--- config.mk ---
export PLATFORM = sky130hd
export DESIGN_NAME = sflash_frontend
export DESIGN_NICKNAME = d
export VERILOG_FILES = /design/src/rtl/sflash_fe_pkg.sv /design/src/rtl/fe_sync.sv /design/src/rtl/fe_cmd_fsm.sv /design/src/rtl/fe_out_shifter.sv /design/src/rtl/sflash_frontend.sv
export SDC_FILE = /design/constraint.sdc
export NUM_CORES = 1
export LEC_CHECK = 0
export ABC_CLOCK_PERIOD_IN_PS = 3800
export CORE_UTILIZATION = 31
export CTS_BUF_LIST = sky130_fd_sc_hd__clkbuf_8
export DETAILED_ROUTE_END_ITERATION = 7
export DONT_BUFFER_PORTS = 1
export SYNTH_ARGS = -nofsm -noshare
export SYNTH_HDL_FRONTEND = slang
export SYNTH_SLANG_ARGS = --single-unit
--- constraint.sdc ---
create_clock -name clk -period 3.8 [get_ports clk]
set_input_delay 0.19 -clock clk [delete_from_list [all_inputs] [get_ports clk]]
set_output_delay 0.19 -clock clk [all_outputs]
set_load 0.05 [all_outputs]
--- src/rtl/sflash_fe_pkg.sv ---
package sflash_fe_pkg;

  localparam logic [7:0] OP_DUAL_OUT = 8'h3B;
  localparam logic [7:0] OP_DUAL_IO  = 8'hBB;
  localparam logic [7:0] OP_QUAD_IO  = 8'hEB;
  localparam logic [7:0] OP_QUAD_ON  = 8'h38;

  typedef enum logic [2:0] {
    ST_SKIP, ST_OPC, ST_ADDR, ST_DUMMY, ST_DATA
  } fe_state_t;

  typedef struct packed {
    logic       valid;
    logic       set_quad;
    logic       long_dummy;
    logic [2:0] aw;
    logic [2:0] dw;
  } fe_cmd_t;

  // Command table: line widths for the address and data phases
  function automatic fe_cmd_t decode_op(input logic [7:0] op, input logic quad);
    fe_cmd_t c;
    c = '0;
    c.aw = 3'd1;
    c.dw = 3'd2;
    case (op)
      OP_QUAD_ON: begin c.valid = 1'b1; c.set_quad = 1'b1; end
      OP_DUAL_OUT: begin
        c.valid = 1'b1; c.long_dummy = 1'b1;
        c.aw = quad ? 3'd4 : 3'd1;
        c.dw = quad ? 3'd4 : 3'd2;
      end
      OP_DUAL_IO: begin
        c.valid = 1'b1;
        c.aw = quad ? 3'd4 : 3'd2;
        c.dw = quad ? 3'd4 : 3'd2;
      end
      OP_QUAD_IO: begin c.valid = 1'b1; c.aw = 3'd4; c.dw = 3'd4; end
      default: c.valid = 1'b0;
    endcase
    return c;
  endfunction

  function automatic logic [3:0] lane_mask(input logic [2:0] w);
    case (w)
      3'd4:    return 4'hF;
      3'd2:    return 4'h3;
      default: return 4'h2;
    endcase
  endfunction

  // Top group of a byte placed on the lines, low line = low bit
  function automatic logic [3:0] place_group(input logic [7:0] b, input logic [2:0] w);
    case (w)
      3'd4:    return b[7:4];
      3'd2:    return {2'b00, b[7:6]};
      default: return {2'b00, b[7], 1'b0};
    endcase
  endfunction

  function automatic logic [2:0] groups_m1(input logic [2:0] w);
    case (w)
      3'd4:    return 3'd1;
      3'd2:    return 3'd3;
      default: return 3'd7;
    endcase
  endfunction

endpackage

--- src/rtl/fe_sync.sv ---
module fe_sync #(
  parameter int W = 6,
  parameter int STAGES = 2,
  parameter logic [W-1:0] RST_VAL = '0
) (
  input  logic         clk,
  input  logic         rst_n,
  input  logic [W-1:0] d,
  output logic [W-1:0] q
);

  for (genvar s = 0; s < STAGES; s++) begin : g_stage
    logic [W-1:0] r;
    if (s == 0) begin : g_first
      always_ff @(posedge clk or negedge rst_n)
        if (!rst_n) r <= RST_VAL;
        else        r <= d;
    end else begin : g_next
      always_ff @(posedge clk or negedge rst_n)
        if (!rst_n) r <= RST_VAL;
        else        r <= g_stage[s-1].r;
    end
  end

  assign q = g_stage[STAGES-1].r;

endmodule

--- src/rtl/fe_cmd_fsm.sv ---
module fe_cmd_fsm
  import sflash_fe_pkg::*;
#(
  parameter int ADDR_BITS   = 24,
  parameter int DUMMY_LONG  = 8,
  parameter int DUMMY_SHORT = 4
) (
  input  logic                 clk,
  input  logic                 rst_n,
  input  logic                 cs_s,
  input  logic                 sck_rise,
  input  logic [3:0]           io_s,
  input  logic                 next_byte,
  output logic                 rd_req,
  output logic [ADDR_BITS-1:0] rd_addr,
  output logic                 quad_mode,
  output logic                 data_active,
  output logic [2:0]           data_w,
  output logic                 armed
);

  localparam int CW  = $clog2(ADDR_BITS + 5);
  localparam int DCW = $clog2(DUMMY_LONG + 1);

  fe_state_t             state_q;
  logic [CW-1:0]         cnt_q, cnt_nx;
  logic [ADDR_BITS-1:0]  sh_q, sh_nx, addr_q;
  logic [2:0]            aw_q, dw_q, in_w;
  logic [DCW-1:0]        dcnt_q;
  logic                  quad_q, armed_q, req_q;
  fe_cmd_t               cmd;

  function automatic logic [ADDR_BITS-1:0] shift_in(
    input logic [ADDR_BITS-1:0] s, input logic [3:0] io, input logic [2:0] w);
    case (w)
      3'd4:    return {s[ADDR_BITS-5:0], io};
      3'd2:    return {s[ADDR_BITS-3:0], io[1:0]};
      default: return {s[ADDR_BITS-2:0], io[0]};
    endcase
  endfunction

  assign in_w   = (state_q == ST_OPC) ? (quad_q ? 3'd4 : 3'd1) : aw_q;
  assign sh_nx  = shift_in(sh_q, io_s, in_w);
  assign cnt_nx = cnt_q + CW'(in_w);
  assign cmd    = decode_op(sh_nx[7:0], quad_q);

  always_ff @(posedge clk or negedge rst_n) begin
    if (!rst_n) begin
      state_q <= ST_SKIP;
      cnt_q   <= '0;
      sh_q    <= '0;
      addr_q  <= '0;
      aw_q    <= 3'd1;
      dw_q    <= 3'd2;
      dcnt_q  <= '0;
      quad_q  <= 1'b0;
      armed_q <= 1'b0;
      req_q   <= 1'b0;
    end else begin
      req_q <= 1'b0;
      if (cs_s) begin
        armed_q <= 1'b1;
        state_q <= ST_OPC;
        cnt_q   <= '0;
      end else begin
        case (state_q)
          ST_OPC: if (sck_rise) begin
            sh_q <= sh_nx;
            if (cnt_nx == CW'(8)) begin
              cnt_q <= '0;
              if (cmd.valid && cmd.set_quad) begin
                quad_q  <= 1'b1;
                state_q <= ST_SKIP;
              end else if (cmd.valid) begin
                aw_q    <= cmd.aw;
                dw_q    <= cmd.dw;
                dcnt_q  <= cmd.long_dummy ? DCW'(DUMMY_LONG) : DCW'(DUMMY_SHORT);
                state_q <= ST_ADDR;
              end else begin
                state_q <= ST_SKIP;
              end
            end else begin
              cnt_q <= cnt_nx;
            end
          end
          ST_ADDR: if (sck_rise) begin
            sh_q <= sh_nx;
            if (cnt_nx == CW'(ADDR_BITS)) begin
              addr_q  <= sh_nx;
              req_q   <= 1'b1;
              state_q <= ST_DUMMY;
            end else begin
              cnt_q <= cnt_nx;
            end
          end
          ST_DUMMY: if (sck_rise) begin
            dcnt_q <= dcnt_q - 1'b1;
            if (dcnt_q == DCW'(1)) state_q <= ST_DATA;
          end
          ST_DATA: if (next_byte) begin
            addr_q <= addr_q + 1'b1;
            req_q  <= 1'b1;
          end
          default: ;
        endcase
      end
    end
  end

  assign rd_req      = req_q;
  assign rd_addr     = addr_q;
  assign quad_mode   = quad_q;
  assign data_active = (state_q == ST_DATA) && !cs_s;
  assign data_w      = dw_q;
  assign armed       = armed_q;

  // the address only moves after a rising edge or a byte advance
  p_addr_on_edge_r2: assert property (@(posedge clk) disable iff (!rst_n)
    !$stable(rd_addr) |-> $past(sck_rise || next_byte));
  // fetch requests are single-cycle pulses
  p_req_single_r10: assert property (@(posedge clk) disable iff (!rst_n)
    rd_req |=> !rd_req);
  // quad flag never clears once set
  p_quad_sticky_r9: assert property (@(posedge clk) disable iff (!rst_n)
    quad_mode |=> quad_mode);
  // no fetch before the first deselect
  p_quiet_unarmed_r5: assert property (@(posedge clk) disable iff (!rst_n)
    !armed |-> !rd_req);

endmodule

--- src/rtl/fe_out_shifter.sv ---
module fe_out_shifter
  import sflash_fe_pkg::*;
(
  input  logic       clk,
  input  logic       rst_n,
  input  logic       cs_s,
  input  logic       active,
  input  logic       sck_fall,
  input  logic [2:0] dw,
  input  logic       rd_req,
  input  logic [7:0] rd_data,
  output logic [3:0] io_out,
  output logic [3:0] io_oe,
  output logic       next_byte
);

  logic [7:0] pre_q, sh_q, sh_nx;
  logic [2:0] gcnt_q;
  logic [3:0] out_q, oe_q;
  logic       req_d;
  logic       launch;

  assign launch    = active && sck_fall;
  assign next_byte = launch && (gcnt_q == 3'd0);
  assign sh_nx     = (gcnt_q == 3'd0) ? pre_q : (sh_q << dw);

  always_ff @(posedge clk or negedge rst_n) begin
    if (!rst_n) begin
      pre_q  <= '0;
      sh_q   <= '0;
      gcnt_q <= '0;
      out_q  <= '0;
      oe_q   <= '0;
      req_d  <= 1'b0;
    end else begin
      req_d <= rd_req;
      if (req_d) pre_q <= rd_data;
      if (cs_s) begin
        oe_q   <= '0;
        gcnt_q <= '0;
      end else if (launch) begin
        oe_q   <= lane_mask(dw);
        sh_q   <= sh_nx;
        out_q  <= place_group(sh_nx, dw);
        gcnt_q <= (gcnt_q == 3'd0) ? groups_m1(dw) : gcnt_q - 1'b1;
      end
    end
  end

  assign io_out = out_q;
  assign io_oe  = oe_q;

  // deselect releases every line
  p_oe_desel_r4: assert property (@(posedge clk) disable iff (!rst_n)
    cs_s |=> (io_oe == 4'h0));
  // output groups move only after a falling edge
  p_launch_fall_r3: assert property (@(posedge clk) disable iff (!rst_n)
    !$stable(io_out) |-> $past(sck_fall));
  // only the legal enable shapes appear
  p_oe_shape_r12: assert property (@(posedge clk) disable iff (!rst_n)
    (io_oe == 4'h0) || (io_oe == 4'h3) || (io_oe == 4'hF) || (io_oe == 4'h2));

endmodule

--- src/rtl/sflash_frontend.sv ---
module sflash_frontend
  import sflash_fe_pkg::*;
#(
  parameter int ADDR_BITS   = 24,
  parameter int SYNC_STAGES = 2,
  parameter int DUMMY_LONG  = 8,
  parameter int DUMMY_SHORT = 4
) (
  input  logic                 clk,
  input  logic                 rst_n,
  input  logic                 spi_sck,
  input  logic                 spi_cs_n,
  input  logic [3:0]           spi_io_in,
  output logic [3:0]           spi_io_out,
  output logic [3:0]           spi_io_oe,
  output logic                 rd_req,
  output logic [ADDR_BITS-1:0] rd_addr,
  input  logic [7:0]           rd_data,
  output logic                 quad_mode
);

  localparam int SW = 6;

  logic [SW-1:0] sync_q;
  logic          cs_s, sck_s, sck_prev;
  logic [3:0]    io_s;
  logic          sck_rise, sck_fall;
  logic          next_byte, data_active, armed;
  logic [2:0]    data_w;

  // chip select syncs to 0: the block starts selected but unarmed
  fe_sync #(.W(SW), .STAGES(SYNC_STAGES), .RST_VAL('0)) u_sync (
    .clk(clk), .rst_n(rst_n),
    .d({spi_cs_n, spi_sck, spi_io_in}), .q(sync_q));

  assign cs_s  = sync_q[5];
  assign sck_s = sync_q[4];
  assign io_s  = sync_q[3:0];

  always_ff @(posedge clk or negedge rst_n)
    if (!rst_n) sck_prev <= 1'b0;
    else        sck_prev <= sck_s;

  assign sck_rise = sck_s && !sck_prev;
  assign sck_fall = !sck_s && sck_prev;

  fe_cmd_fsm #(.ADDR_BITS(ADDR_BITS), .DUMMY_LONG(DUMMY_LONG),
               .DUMMY_SHORT(DUMMY_SHORT)) u_fsm (
    .clk(clk), .rst_n(rst_n), .cs_s(cs_s), .sck_rise(sck_rise),
    .io_s(io_s), .next_byte(next_byte), .rd_req(rd_req),
    .rd_addr(rd_addr), .quad_mode(quad_mode), .data_active(data_active),
    .data_w(data_w), .armed(armed));

  fe_out_shifter u_out (
    .clk(clk), .rst_n(rst_n), .cs_s(cs_s), .active(data_active),
    .sck_fall(sck_fall), .dw(data_w), .rd_req(rd_req), .rd_data(rd_data),
    .io_out(spi_io_out), .io_oe(spi_io_oe), .next_byte(next_byte));

  // driving starts only on a falling edge inside the data phase
  p_oe_start_r13: assert property (@(posedge clk) disable iff (!rst_n)
    $rose(|spi_io_oe) |-> $past(data_active && sck_fall));
  // nothing is driven before the first deselect
  p_unarmed_oe_r5: assert property (@(posedge clk) disable iff (!rst_n)
    !armed |-> (spi_io_oe == 4'h0));

endmodule

==> out/metrics.csv, run 1 <==
stage,metric,value,unit
run_status,status,"finished, final reports clean",
grt,use_met2,0.247,
clock_tree,clock-root-buffer,clkbuf_8,
cells_and_area,drive_gt1_frac,0.125,
placement,place_area,5890,um^2
floorplan,fp.coreArea,17400,um^2
route,wire_per_inst,17.1,um
synth,synth-edff-count,0,
cells_and_area,final_common_cell,dfrtp_1,
synth,yosysUniqueCellTypes,69,
timing,finalSetupViolCount,0,
critical_path,worstPathRequired,4.06,ns
grt,grt.busiest_layer,met2,
synth,ys_top_cells_by_area,"dfrtp_1 (46%), nand2_1 (5.6%), o21ai_0 (3.9%)",
hold_path,holdCritPathClass,in2reg,
critical_path,end_kind,flip-flop,
grt,met1_usage,0.213,
route,routed_via_density,5.56,
route,first_iter_violations,427,
synth,synth_area,5560,um^2
cells_and_area,design_area,6330,um^2
route,vias,4551,
floorplan,io_pins,50,
power,p_leak,2.80,nW
timing,hold_viol,0,
timing,timing.final.crit_period,3.64,ns
synth,synth_top_area_cell,dfrtp_1,
clock_tree,clkSinkCount,105,
job,cap_violations,0,
grt,grt_overflow,0,
grt,grt_max_degree,106,
timing,fin_ws,0.159,ns
synth,seq_area_frac_synth,0.473,
route,wirelength,14000,um
critical_path,cp-start-kind,flip-flop,
floorplan,fp.dieArea,18500,um^2
clock_tree,cts_tree,done,
placement,pre_cts_ws,0.134,ns
placement,numPortBuffers,0,
placement,hpwl,9650,um
grt,grt_pass1_wl,22900,um
clock_tree,h-tree-depth,3,
power,irDropWorstVdd,264,uV
critical_path,critPathKind,reg2reg,
clock_tree,insertion_delay,0.40,ns
power,power.total,0.00211,W
clock_tree,clk_pin_slew,0.13,ns
timing,fin_skew,0.0238,ns
critical_path,cp.arrival,3.90,ns
grt,track_usage,0.157,
cells_and_area,fin_nets,615,
timing,slew-limit-headroom,0.333,
floorplan,rows,48,
grt,met3_usage,0.0391,
clock_tree,postCtsSetupBuffers,0,
timing,drv_slew,0,
cells_and_area,fill_cells,1771,
synth,avgSynthCellArea,9.67,um^2
placement,gp_congestion,0.833,
synth,netlist_instances,575,
cells_and_area,mostFrequentLayoutCells,"dfrtp_1 (101), nand2_1 (83), o21ai_0 (43), nor2_1 (40), a21oi_1 (29)",
cells_and_area,antennaDiodeCount,0,
floorplan,die_w,136,um
route,drcViolationCount,0,
timing,min_period_over_period,0.958,
grt,grt_pass1_vias,4476,
synth,yosysWarnings,0,
critical_path,critPathMaxFanout,10,
synth,synth-main-ff-cell,dfrtp_1,
clock_tree,clock_path_buffers,2,
timing,rsz0062_at_grt,true,
route,ant_nets,0,
timing,fmax,275,MHz
power,power_density,333,nW/um^2
cells_and_area,syn_to_final_growth,13.8,%
floorplan,fp.dieH,136,um
cells_and_area,fin_util,0.364,
floorplan,start_util,0.319,
timing,tightestPinTransition,0.998,ns
synth,synth_nets,602,
grt,antenna_found_initial,0,
synth,netlist.area_leader.share,0.463,
synth,synth_seq_cells,105,
synth,synthArstFlopShare,1.00,
route,drtPass1Iterations,7,
clock_tree,numCtsBuffers,9,
report_power, final:
part / internal [W] / switching, W / total, W
clock: 0.000280 / 0.000475 / 0.000755
sequential: 0.00115 / 0.0000354 / 0.00118
combinational: 0.0000741 / 0.0000983 / 0.000172
cell type report:
class | instances | area, um^2 | area share
Multi-Input combinational cell | 418 | 2790 | 0.441
Sequential cell | 105 | 2630 | 0.416
Timing Repair Buffer | 39 | 350 | 0.0553
Tap cell | 225 | 282 | 0.0445
Clock buffer | 9 | 124 | 0.0196
Clock inverter | 7 | 93.8 | 0.0148
Inverter | 15 | 56.3 | 0.00889
worst paths after layout:
check | startpoint | endpoint | slack, ns | depth (start not counted)
setup / recovery | u_fsm.state_q[2] | u_fsm.cnt_q[4] | 0.16 | 12
hold / removal | spi_io_in[2] | u_sync.g_stage[0].r[2] | 0.34 | 1
setup reg to reg | u_fsm.state_q[2] | u_fsm.cnt_q[4] | 0.16 | 12
hold reg to reg | u_sync.g_stage[0].r[4] | u_sync.q[4] | 0.36 | 0
max in group asynchronous | rst_n | u_fsm.data_w[1] | 2.99 | 2
min in group asynchronous | rst_n | u_fsm.cnt_q[0] | 0.41 | 2
worst max-delay path, cell delays in order, from the launching register on:
cell      delay (ns)
dfrtp_2         0.49
or4b_1          0.57
nand2_1         0.10
ha_1            0.18
ha_1            0.29
a21oi_1         0.14
o211a_1         0.27
a311oi_2        0.42
nand2_1         0.18
a311oi_4        0.37
buf_4           0.22
mux2i_1         0.19
nor2_1          0.06
sequential cells by signal, indices dropped and copies added, names as in the netlist:
register and count:
u_fsm.rd_addr 24, u_out.gcnt_q 3, u_fsm.sh_q 23, u_out.sh_q 8, u_out.req_d 1, u_fsm.quad_mode 1
u_fsm.rd_req 1, u_out.io_oe 3, u_sync.g_stage.r 6, u_fsm.aw_q 2, u_fsm.data_w 2, u_fsm.state_q 3
u_fsm.dcnt_q 4, u_out.pre_q 8, u_out.io_out 4, sck_prev 1, u_sync.q 6, u_fsm.cnt_q 5
timing repair:
item / in CTS / in global routing
hold buffers: 16 / 0
gates resized for setup: 0 / 11
endpoints found under the hold margin: 119 / 0
endpoints found under the setup margin: 0 / 36
metal layers:
metal | wire length [um] | vias up
met2 | 6570 | 128
met1 | 6620 | 2221
met4 | 170 | 0
met5 | 0 | -
met3 | 673 | 16
li1 | - | 2186
cells in the mapped netlist, types with 3 or more instances:
library cell and count:
a221oi_1 3, a222oi_1 21, a2bb2oi_1 11, o22a_1 14
xnor2_1 4, ha_1 11, o22ai_1 4, a21o_1 4
a22o_1 4, dfrtp_1 103, inv_1 13, o31a_1 3
or4b_1 3, nor3_1 7, o211a_1 3, nor4b_1 4
nor4_1 5, clkbuf_1 32, buf_4 3, nand4_1 3
a31oi_1 4, nand3_1 13, nand2b_1 3, a22oi_1 3
nand2_1 83, nor2_1 40, mux2_2 11, o21ai_1 10
o31ai_1 4, nor2b_1 5, o21ai_0 43, and3_1 11
a21oi_1 30, mux2i_1 14
kinds of logic (layout without fill, tap and decap cells):
kind of cell	after synthesis	after routing	synth area share
multiplexers	27	27	0.0515
adder cells (fa/ha/maj)	11	11	0.0247
XOR/XNOR	5	5	0.00787
buffers and inverters	52	70	0.0376
AND/OR/NAND/NOR	194	194	0.172
AO/OA/AOI/OAI	181	181	0.234
flip-flops	105	105	0.473
metrics by stage:
stage,hold slack [ns],instances,TNS (ns)
3_3_place_gp,-0.102,786,0
3_5_place_dp,-0.0986,786,0
5_1_grt,0.308,818,-0.982
2_1_floorplan,-0.106,575,0
6_report,0.337,818,0
4_1_cts,0.305,818,0
No activity file was read; power rests on OpenSTA's default activity.
==> inputs of run 2 (changes only) <==
- BUFFER_PORTS_ARGS: not set -> -buffer_cell sky130_fd_sc_hd__buf_2
- DONT_BUFFER_PORTS: 1 -> not set
==> out/metrics.csv, run 2 (synthesized netlist as in run 1, its figures left out) <==
stage,metric,value,unit,change
grt,grt_pass1_vias,4455,,was 4476
cells_and_area,instances_no_fill,861,,was 818
route,wire_per_inst,15.9,um,was 17.1 um
cells_and_area,syn_to_final_growth,16.1,%,was 13.8%
timing,drv_slew,0,,unchanged
timing,fmax,273,MHz,was 275 MHz
floorplan,io_pins,50,,unchanged
power,p_leak,2.99,nW,was 2.80 nW
power,power_density,316,nW/um^2,was 333 nW/um^2
floorplan,rows,48,,unchanged
critical_path,critPathMaxFanout,9,,was 10
timing,hold_viol,0,,unchanged
timing,fin_skew,0.0174,ns,was 0.0238 ns
route,drtPass1Iterations,6,,was 7
route,ant_nets,0,,unchanged
cells_and_area,drive_gt1_frac,0.197,,was 0.125
job,cap_violations,0,,unchanged
power,irDropWorstVdd,285,uV,was 264 uV
cells_and_area,largest_reg_flops,24,,unchanged
clock_tree,insertion_delay,0.39,ns,was 0.40 ns
route,first_iter_violations,351,,was 427
floorplan,fp.coreArea,17400,um^2,unchanged
timing,fin_ws,0.141,ns,was 0.159 ns
grt,grt_max_degree,47,,was 106
clock_tree,clock_path_buffers,2,,unchanged
route,routed_via_density,5.46,,was 5.56
critical_path,cp.arrival,3.94,ns,was 3.90 ns
grt,antenna_found_initial,0,,unchanged
critical_path,critPathKind,reg2reg,,unchanged
clock_tree,clock-root-buffer,clkbuf_8,,unchanged
critical_path,worstPathRequired,4.08,ns,was 4.06 ns
route,vias,4699,,was 4551
floorplan,fp.dieH,136,um,unchanged
placement,dp_cells,834,,was 786
placement,numPortBuffers,49,,was 0
route,drcViolationCount,0,,unchanged
clock_tree,clkSinkCount,105,,unchanged
floorplan,fp.dieArea,18500,um^2,unchanged
timing,tightestPinTransition,0.914,ns,was 0.998 ns
floorplan,start_util,0.319,,unchanged
clock_tree,h-tree-depth,3,,unchanged
placement,gp_congestion,0.903,,was 0.833
cells_and_area,fin_nets,658,,was 615
placement,hpwl,9750,um,was 9650 um
grt,grt_pass1_wl,23100,um,was 22900 um
cells_and_area,antennaDiodeCount,0,,unchanged
placement,pre_cts_ws,-0.0738,ns,was 0.134 ns
placement,place_area,6130,um^2,was 5890 um^2
grt,grt_overflow,0,,unchanged
timing,timing.final.crit_period,3.66,ns,was 3.64 ns
cells_and_area,design_area,6460,um^2,was 6330 um^2
route,wirelength,13700,um,was 14000 um
floorplan,die_w,136,um,unchanged
timing,min_period_over_period,0.963,,was 0.958
critical_path,cp-start-kind,flip-flop,,unchanged
timing,finalSetupViolCount,0,,unchanged
clock_tree,cts_tree,done,,unchanged
cells_and_area,mostFrequentLayoutCells,"dfrtp_1 (100), nand2_1 (83), buf_2 (48), o21ai_0 (43), nor2_1 (40)",,"was dfrtp_1 (101), nand2_1 (83), o21ai_0 (43), nor2_1 (40), a21oi_1 (29)"
grt,track_usage,0.157,,about the same
hold_path,holdCritPathClass,in2reg,,unchanged
critical_path,end_kind,flip-flop,,unchanged
timing,rsz0062_at_grt,true,,unchanged
clock_tree,numCtsBuffers,9,,unchanged
cells_and_area,final_common_cell,dfrtp_1,,unchanged
run_status,status,"finished, final reports clean",,unchanged
timing,slew-limit-headroom,0.389,,was 0.333
clock_tree,clk_pin_slew,0.12,ns,was 0.13 ns
==> run 2: cell types whose count changed in the layout (fill, tap and decap cells not counted), sizes merged <==
cell | previous run | this run
buf | 24 | 75
dlygate4sd3 | 15 | 7
clkinvlp | 0 | 2
inv | 21 | 19
==> run 2: layer usage <==
| metal | wire, um | track usage |
|---|---|---|
| met1 | 6610 | 0.218 |
| met2 | 6320 | 0.244 |
| met3 | 612 | 0.0373 |
| met4 | 169 | 0.0377 |
| met5 | 0 | 0 |
==> run 2: report_power, final <==
| part | total [W] | switching, W | internal (W) | leakage, nW |
|---|---|---|---|---|
| Combinational | 0.000167 | 0.0000975 | 0.0000692 | 1.48 |
| Clock | 0.000693 | 0.000435 | 0.000258 | 0.0933 |
| Sequential | 0.00118 | 0.0000346 | 0.00114 | 1.41 |
| Total | 0.00204 | 0.000567 | 0.00147 | 2.99 |
==> run 2: repair_timing <==
item,4_1_cts,5_1_grt
setup buffers,0,4
setup endpoints to repair,4,32
pin swaps,0,2
gates resized for setup,1,9
hold endpoints to repair,28,0
hold buffers,7,0
==> run 2: layout make-up <==
type                    count  area (um^2)
inverters                  15         56.3
fillers                  1770        11000
flip-flops and latches    105         2630
clock buffers               9          124
repair buffers             82          517
multi-input cells         418         2780
clock inverters             7         68.8
well taps                 225          282
==> run 2: path summary, 6_finish.rpt <==
| path | end | cells past startpoint | start | slack, ns |
|---|---|---|---|---|
| worst max-delay path | u_fsm.state_q[0] | 13 | u_fsm.state_q[2] | 0.14 |
| worst min-delay path | u_out.pre_q[2] | 2 | rd_data[2] | 0.03 |
| worst max register to register | u_fsm.state_q[0] | 13 | u_fsm.state_q[2] | 0.14 |
| worst min register to register | u_sync.q[0] | 0 | u_sync.g_stage[0].r[0] | 0.36 |
| max in group asynchronous | u_fsm.state_q[0] | 3 | rst_n | 2.65 |
| min in group asynchronous | u_fsm.rd_addr[21] | 2 | rst_n | 0.25 |
==> run 2: critical path, cell delays in order (launching register included) <==
cell     delay [ns]
dfrtp_2        0.47
buf_4          0.15
buf_4          0.14
nor3b_2        0.19
o21ai_0        0.15
ha_1           0.49
or4b_1         0.47
nor4_1         0.22
mux2i_1        0.20
a21oi_2        0.28
buf_4          0.16
a21oi_1        0.06
o31a_1         0.25
or3_1          0.31
==> run 2: metrics by stage <==
step / setup TNS, ns / hold WS, ns / total power (W) / utilization
after global routing: -0.0623 / 0.00640 / 0.00214 / 0.371
after floorplan: 0 / -0.106 / 0.00128 / -
after global placement: 0 / 0.114 / 0.00136 / 0.352
after CTS: 0 / 0.00449 / 0.00208 / 0.367
after detailed placement: -0.154 / 0.114 / 0.00136 / 0.352
final: 0 / 0.0344 / 0.00204 / 0.371
==> inputs of run 3 (changes only) <==
- ABC_AREA: not set -> 1
==> out/metrics.csv, run 3 <==
stage,metric,value,unit,change
timing,fmax,321,MHz,was 273 MHz
floorplan,fp.coreArea,18100,um^2,was 17400 um^2
grt,grt_pass1_wl,24000,um,was 23100 um
synth,netlist_instances,752,,was 575
clock_tree,insertion_delay,0.39,ns,about the same
clock_tree,clkSinkCount,105,,unchanged
placement,numPortBuffers,49,,unchanged
synth,synth_area,5810,um^2,was 5560 um^2
timing,hold_viol,0,,unchanged
hold_path,hold_depth,3,,was 2
cells_and_area,final_common_cell,nand2_1,,was dfrtp_1
route,wirelength,14200,um,was 13700 um
timing,hold_ws,0.0206,ns,was 0.0344 ns
power,p_leak,3.06,nW,was 2.99 nW
synth,netlist.area_leader.share,0.443,,was 0.463
cells_and_area,antennaDiodeCount,0,,unchanged
critical_path,reg2reg_depth,15,,was 13
synth,ys_top_cells_by_area,"dfrtp_1 (44%), nand2_1 (13%), o21ai_0 (6.9%)",,"was dfrtp_1 (46%), nand2_1 (5.6%), o21ai_0 (3.9%)"
power,power_density,411,nW/um^2,was 316 nW/um^2
clock_tree,h-tree-depth,3,,unchanged
synth,synthTopCellsByCount,"nand2_1 (209), dfrtp_1 (103), inv_1 (89)",,"was dfrtp_1 (103), nand2_1 (83), o21ai_0 (43)"
power,power.total,0.00271,W,was 0.00204 W
floorplan,start_util,0.320,,was 0.319
clock_tree,cts_tree,done,,unchanged
placement,hpwl,10400,um,was 9750 um
job,cap_violations,0,,unchanged
critical_path,cp_common_cell,nand2_1,,was buf_4
grt,antenna_found_initial,0,,unchanged
floorplan,die_w,139,um,was 136 um
grt,grt_overflow,0,,unchanged
route,drcViolationCount,0,,unchanged
timing,timing.final.crit_period,3.12,ns,was 3.66 ns
cells_and_area,multi_input_area,2710,um^2,was 2780 um^2
placement,pre_cts_ws,0.731,ns,was -0.0738 ns
synth,yosysUniqueCellTypes,43,,was 69
hold_path,min_from,rd_data[3],,was rd_data[2]
cells_and_area,fin_nets,830,,was 658
floorplan,fp.dieH,139,um,was 136 um
critical_path,critPathKind,reg2reg,,unchanged
critical_path,cp-start-kind,flip-flop,,unchanged
critical_path,cp.arrival,3.43,ns,was 3.94 ns
route,ant_nets,0,,unchanged
timing,fin_ws,0.685,ns,was 0.141 ns
clock_tree,clk_pin_slew,0.11,ns,was 0.12 ns
timing,slew-limit-headroom,0.437,,was 0.389
power,clockPowerShare,0.280,,was 0.340
critical_path,end_kind,flip-flop,,unchanged
route,vias,5073,,was 4699
timing,tightestPinTransition,0.836,ns,was 0.914 ns
clock_tree,post_cts_resized,0,,was 1
synth,synthArstFlopShare,1.00,,unchanged
synth,seq_area_frac_synth,0.453,,was 0.473
critical_path,critPathMaxFanout,49,,was 9
floorplan,rows,49,,was 48
critical_path,worst-path-buf-inv,2,,was 3
floorplan,io_pins,50,,unchanged
synth,avgSynthCellArea,7.73,um^2,was 9.67 um^2
power,p_switching,0.000983,W,was 0.000567 W
synth,synth_top_area_cell,dfrtp_1,,unchanged
timing,setup-tns-final,0,ns,unchanged
power,power_frac_comb,0.250,,was 0.082
cells_and_area,syn_to_final_growth,13.3,%,was 16.1%
critical_path,timing.rr.end,u_fsm.rd_addr[2],,was u_fsm.state_q[0]
power,irDropWorstVdd,185,uV,was 285 uV
critical_path,critPathMaxStageDelay,0.46,ns,was 0.49 ns
timing,rsz0062_at_grt,false,,was true
cells_and_area,fill_cells,1917,,was 1770
synth,post-synth-top-count-cell,nand2_1,,was dfrtp_1
hold_path,holdCritPathClass,in2reg,,unchanged
timing,drv_slew,0,,unchanged
timing,finalSetupViolCount,0,,unchanged
clock_tree,clock-root-buffer,clkbuf_8,,unchanged
synth,synth-edff-count,0,,unchanged
power,p_int,0.00172,W,was 0.00147 W
synth,synth_nets,779,,was 602
cells_and_area,layout.area.seq,2630,um^2,about the same
timing,fin_skew,0.0118,ns,was 0.0174 ns
clock_tree,numCtsBuffers,9,,unchanged
hold_path,holdPathEnd,u_out.pre_q[3],,was u_out.pre_q[2]
synth,yosysWarnings,0,,unchanged
grt,grt_max_degree,53,,was 47
route,routed_via_density,4.89,,was 5.46
power,swShare,0.363,,was 0.278
cells_and_area,mostFrequentLayoutCells,"nand2_1 (209), dfrtp_1 (103), inv_1 (89), o21ai_0 (80), nand3_1 (52)",,"was dfrtp_1 (100), nand2_1 (83), buf_2 (48), o21ai_0 (43), nor2_1 (40)"
route,drtPass1Iterations,7,,was 6
placement,place_area,6280,um^2,was 6130 um^2
critical_path,r2r_setup_slack,0.68,ns,was 0.14 ns
run_status,status,"finished, final reports clean",,unchanged
cells_and_area,drive_gt1_frac,0.135,,was 0.197
grt,track_usage,0.154,,was 0.157
cells_and_area,largest_reg_flops,24,,unchanged
critical_path,cp_slowest_cell,dfrtp_1,,was ha_1
critical_path,crit_family,simple AND/OR/NAND/NOR gates,,unchanged
cells_and_area,design_area,6590,um^2,was 6460 um^2
synth,synth-main-ff-cell,dfrtp_1,,unchanged
clock_tree,clock_path_buffers,2,,unchanged
critical_path,crit_cells,15,,was 13
power,pwr-share-seq,0.470,,was 0.579
critical_path,worstPathRequired,4.12,ns,was 4.08 ns
grt,grt_pass1_vias,4906,,was 4455
critical_path,rr_startpoint,u_fsm.state_q[2],,unchanged
route,wire_per_inst,13.7,um,was 15.9 um
timing,min_period_over_period,0.820,,was 0.963
synth,synth_seq_cells,105,,unchanged
placement,gp_congestion,0.824,,was 0.903
route,first_iter_violations,349,,was 351
floorplan,fp.dieArea,19300,um^2,was 18500 um^2
critical_path,crit_path_cell_trace,"inv_2, nand3_2, nand2_1, nand2_1, ha_1, ha_1, or2_2, nor2_1, nand2_1, nor2_1, nand3_1, a21oi_4, buf_4, o21ai_0, o21ai_0",,"was buf_4, buf_4, nor3b_2, o21ai_0, ha_1, or4b_1, nor4_1, mux2i_1, a21oi_2, buf_4, a21oi_1, o31a_1, or3_1"
run 3: cell types whose count changed in the layout (fill, tap and decap cells not counted), moves of 21 or more:
cell / delta
a222oi_1: -21
nand3_1: +40
nand2_1: +126
inv_1: +76
o21ai_0: +37
run 3: worst reg2reg max path, cell delays in order (launching register included):
cell and delay, ns:
dfrtp_1 0.46, inv_2 0.11, nand3_2 0.16, nand2_1 0.14, nand2_1 0.11, ha_1 0.22
ha_1 0.28, or2_2 0.27, nor2_1 0.15, nand2_1 0.08, nor2_1 0.13, nand3_1 0.13
a21oi_4 0.13, buf_4 0.42, o21ai_0 0.16, o21ai_0 0.10
run 3: cell families (layout without fill, tap and decap cells):
logic type	Yosys count	count (layout)	share of synthesized area
simple gates	357	357	0.270
mux	4	4	0.00775
buf+inv	121	177	0.0827
flops	105	105	0.453
compound gates	138	138	0.139
xor+xnor	16	16	0.0241
fa+ha+maj	11	11	0.0237
run 3: final cells by class:
type | count | area share
clock buffers | 9 | 0.0188
inverters | 97 | 0.0553
repair buffers | 64 | 0.0581
clock inverters | 7 | 0.0135
multi-input cells | 526 | 0.411
well taps | 229 | 0.0435
flip-flops and latches | 105 | 0.399
run 3: what timing repair did:
item	in CTS	in global routing
buffers inserted	0	0
endpoints found under the hold margin	58	0
hold buffers	9	0
run 3: how the worst max path moves through the flow:
stage	startpoint	endpoint	slack [ns]
floorplan	u_fsm.quad_mode	u_fsm.rd_addr[15]	1.0
global placement	u_fsm.state_q[2]	u_fsm.rd_addr[2]	0.78
detailed placement	u_fsm.state_q[2]	u_fsm.rd_addr[2]	0.73
CTS	u_fsm.state_q[1]	u_fsm.rd_addr[2]	0.70
global route	u_fsm.state_q[1]	u_fsm.rd_addr[2]	0.38
finish	u_fsm.state_q[2]	u_fsm.rd_addr[2]	0.68
run 3: metrics by stage:
stage,cells,utilization
CTS,1037,0.363
detailed placement,1012,0.346
global placement,1012,0.346
floorplan,752,-
global route,1037,0.363
finish,1037,0.363
run 3: power by group through the flow:
stage	logic (W)	clock network, W	registers [W]
3_5_place_dp	0.000664	0	0.00129
6_report	0.000677	0.000759	0.00127
2_1_floorplan	0.000502	0	0.00127
5_1_grt	0.000766	0.000820	0.00128
3_3_place_gp	0.000664	0	0.00129
4_1_cts	0.000674	0.000783	0.00127
run 3: routing by layer:
layer  vias to the layer above  wire length [um]  GRT usage
met4                         0               292     0.0567
met3                        31               553     0.0249
li1                       2568                 -          -
met2                       107              6370      0.247
met1                      2367              7000      0.209
met5                         -                 0          0
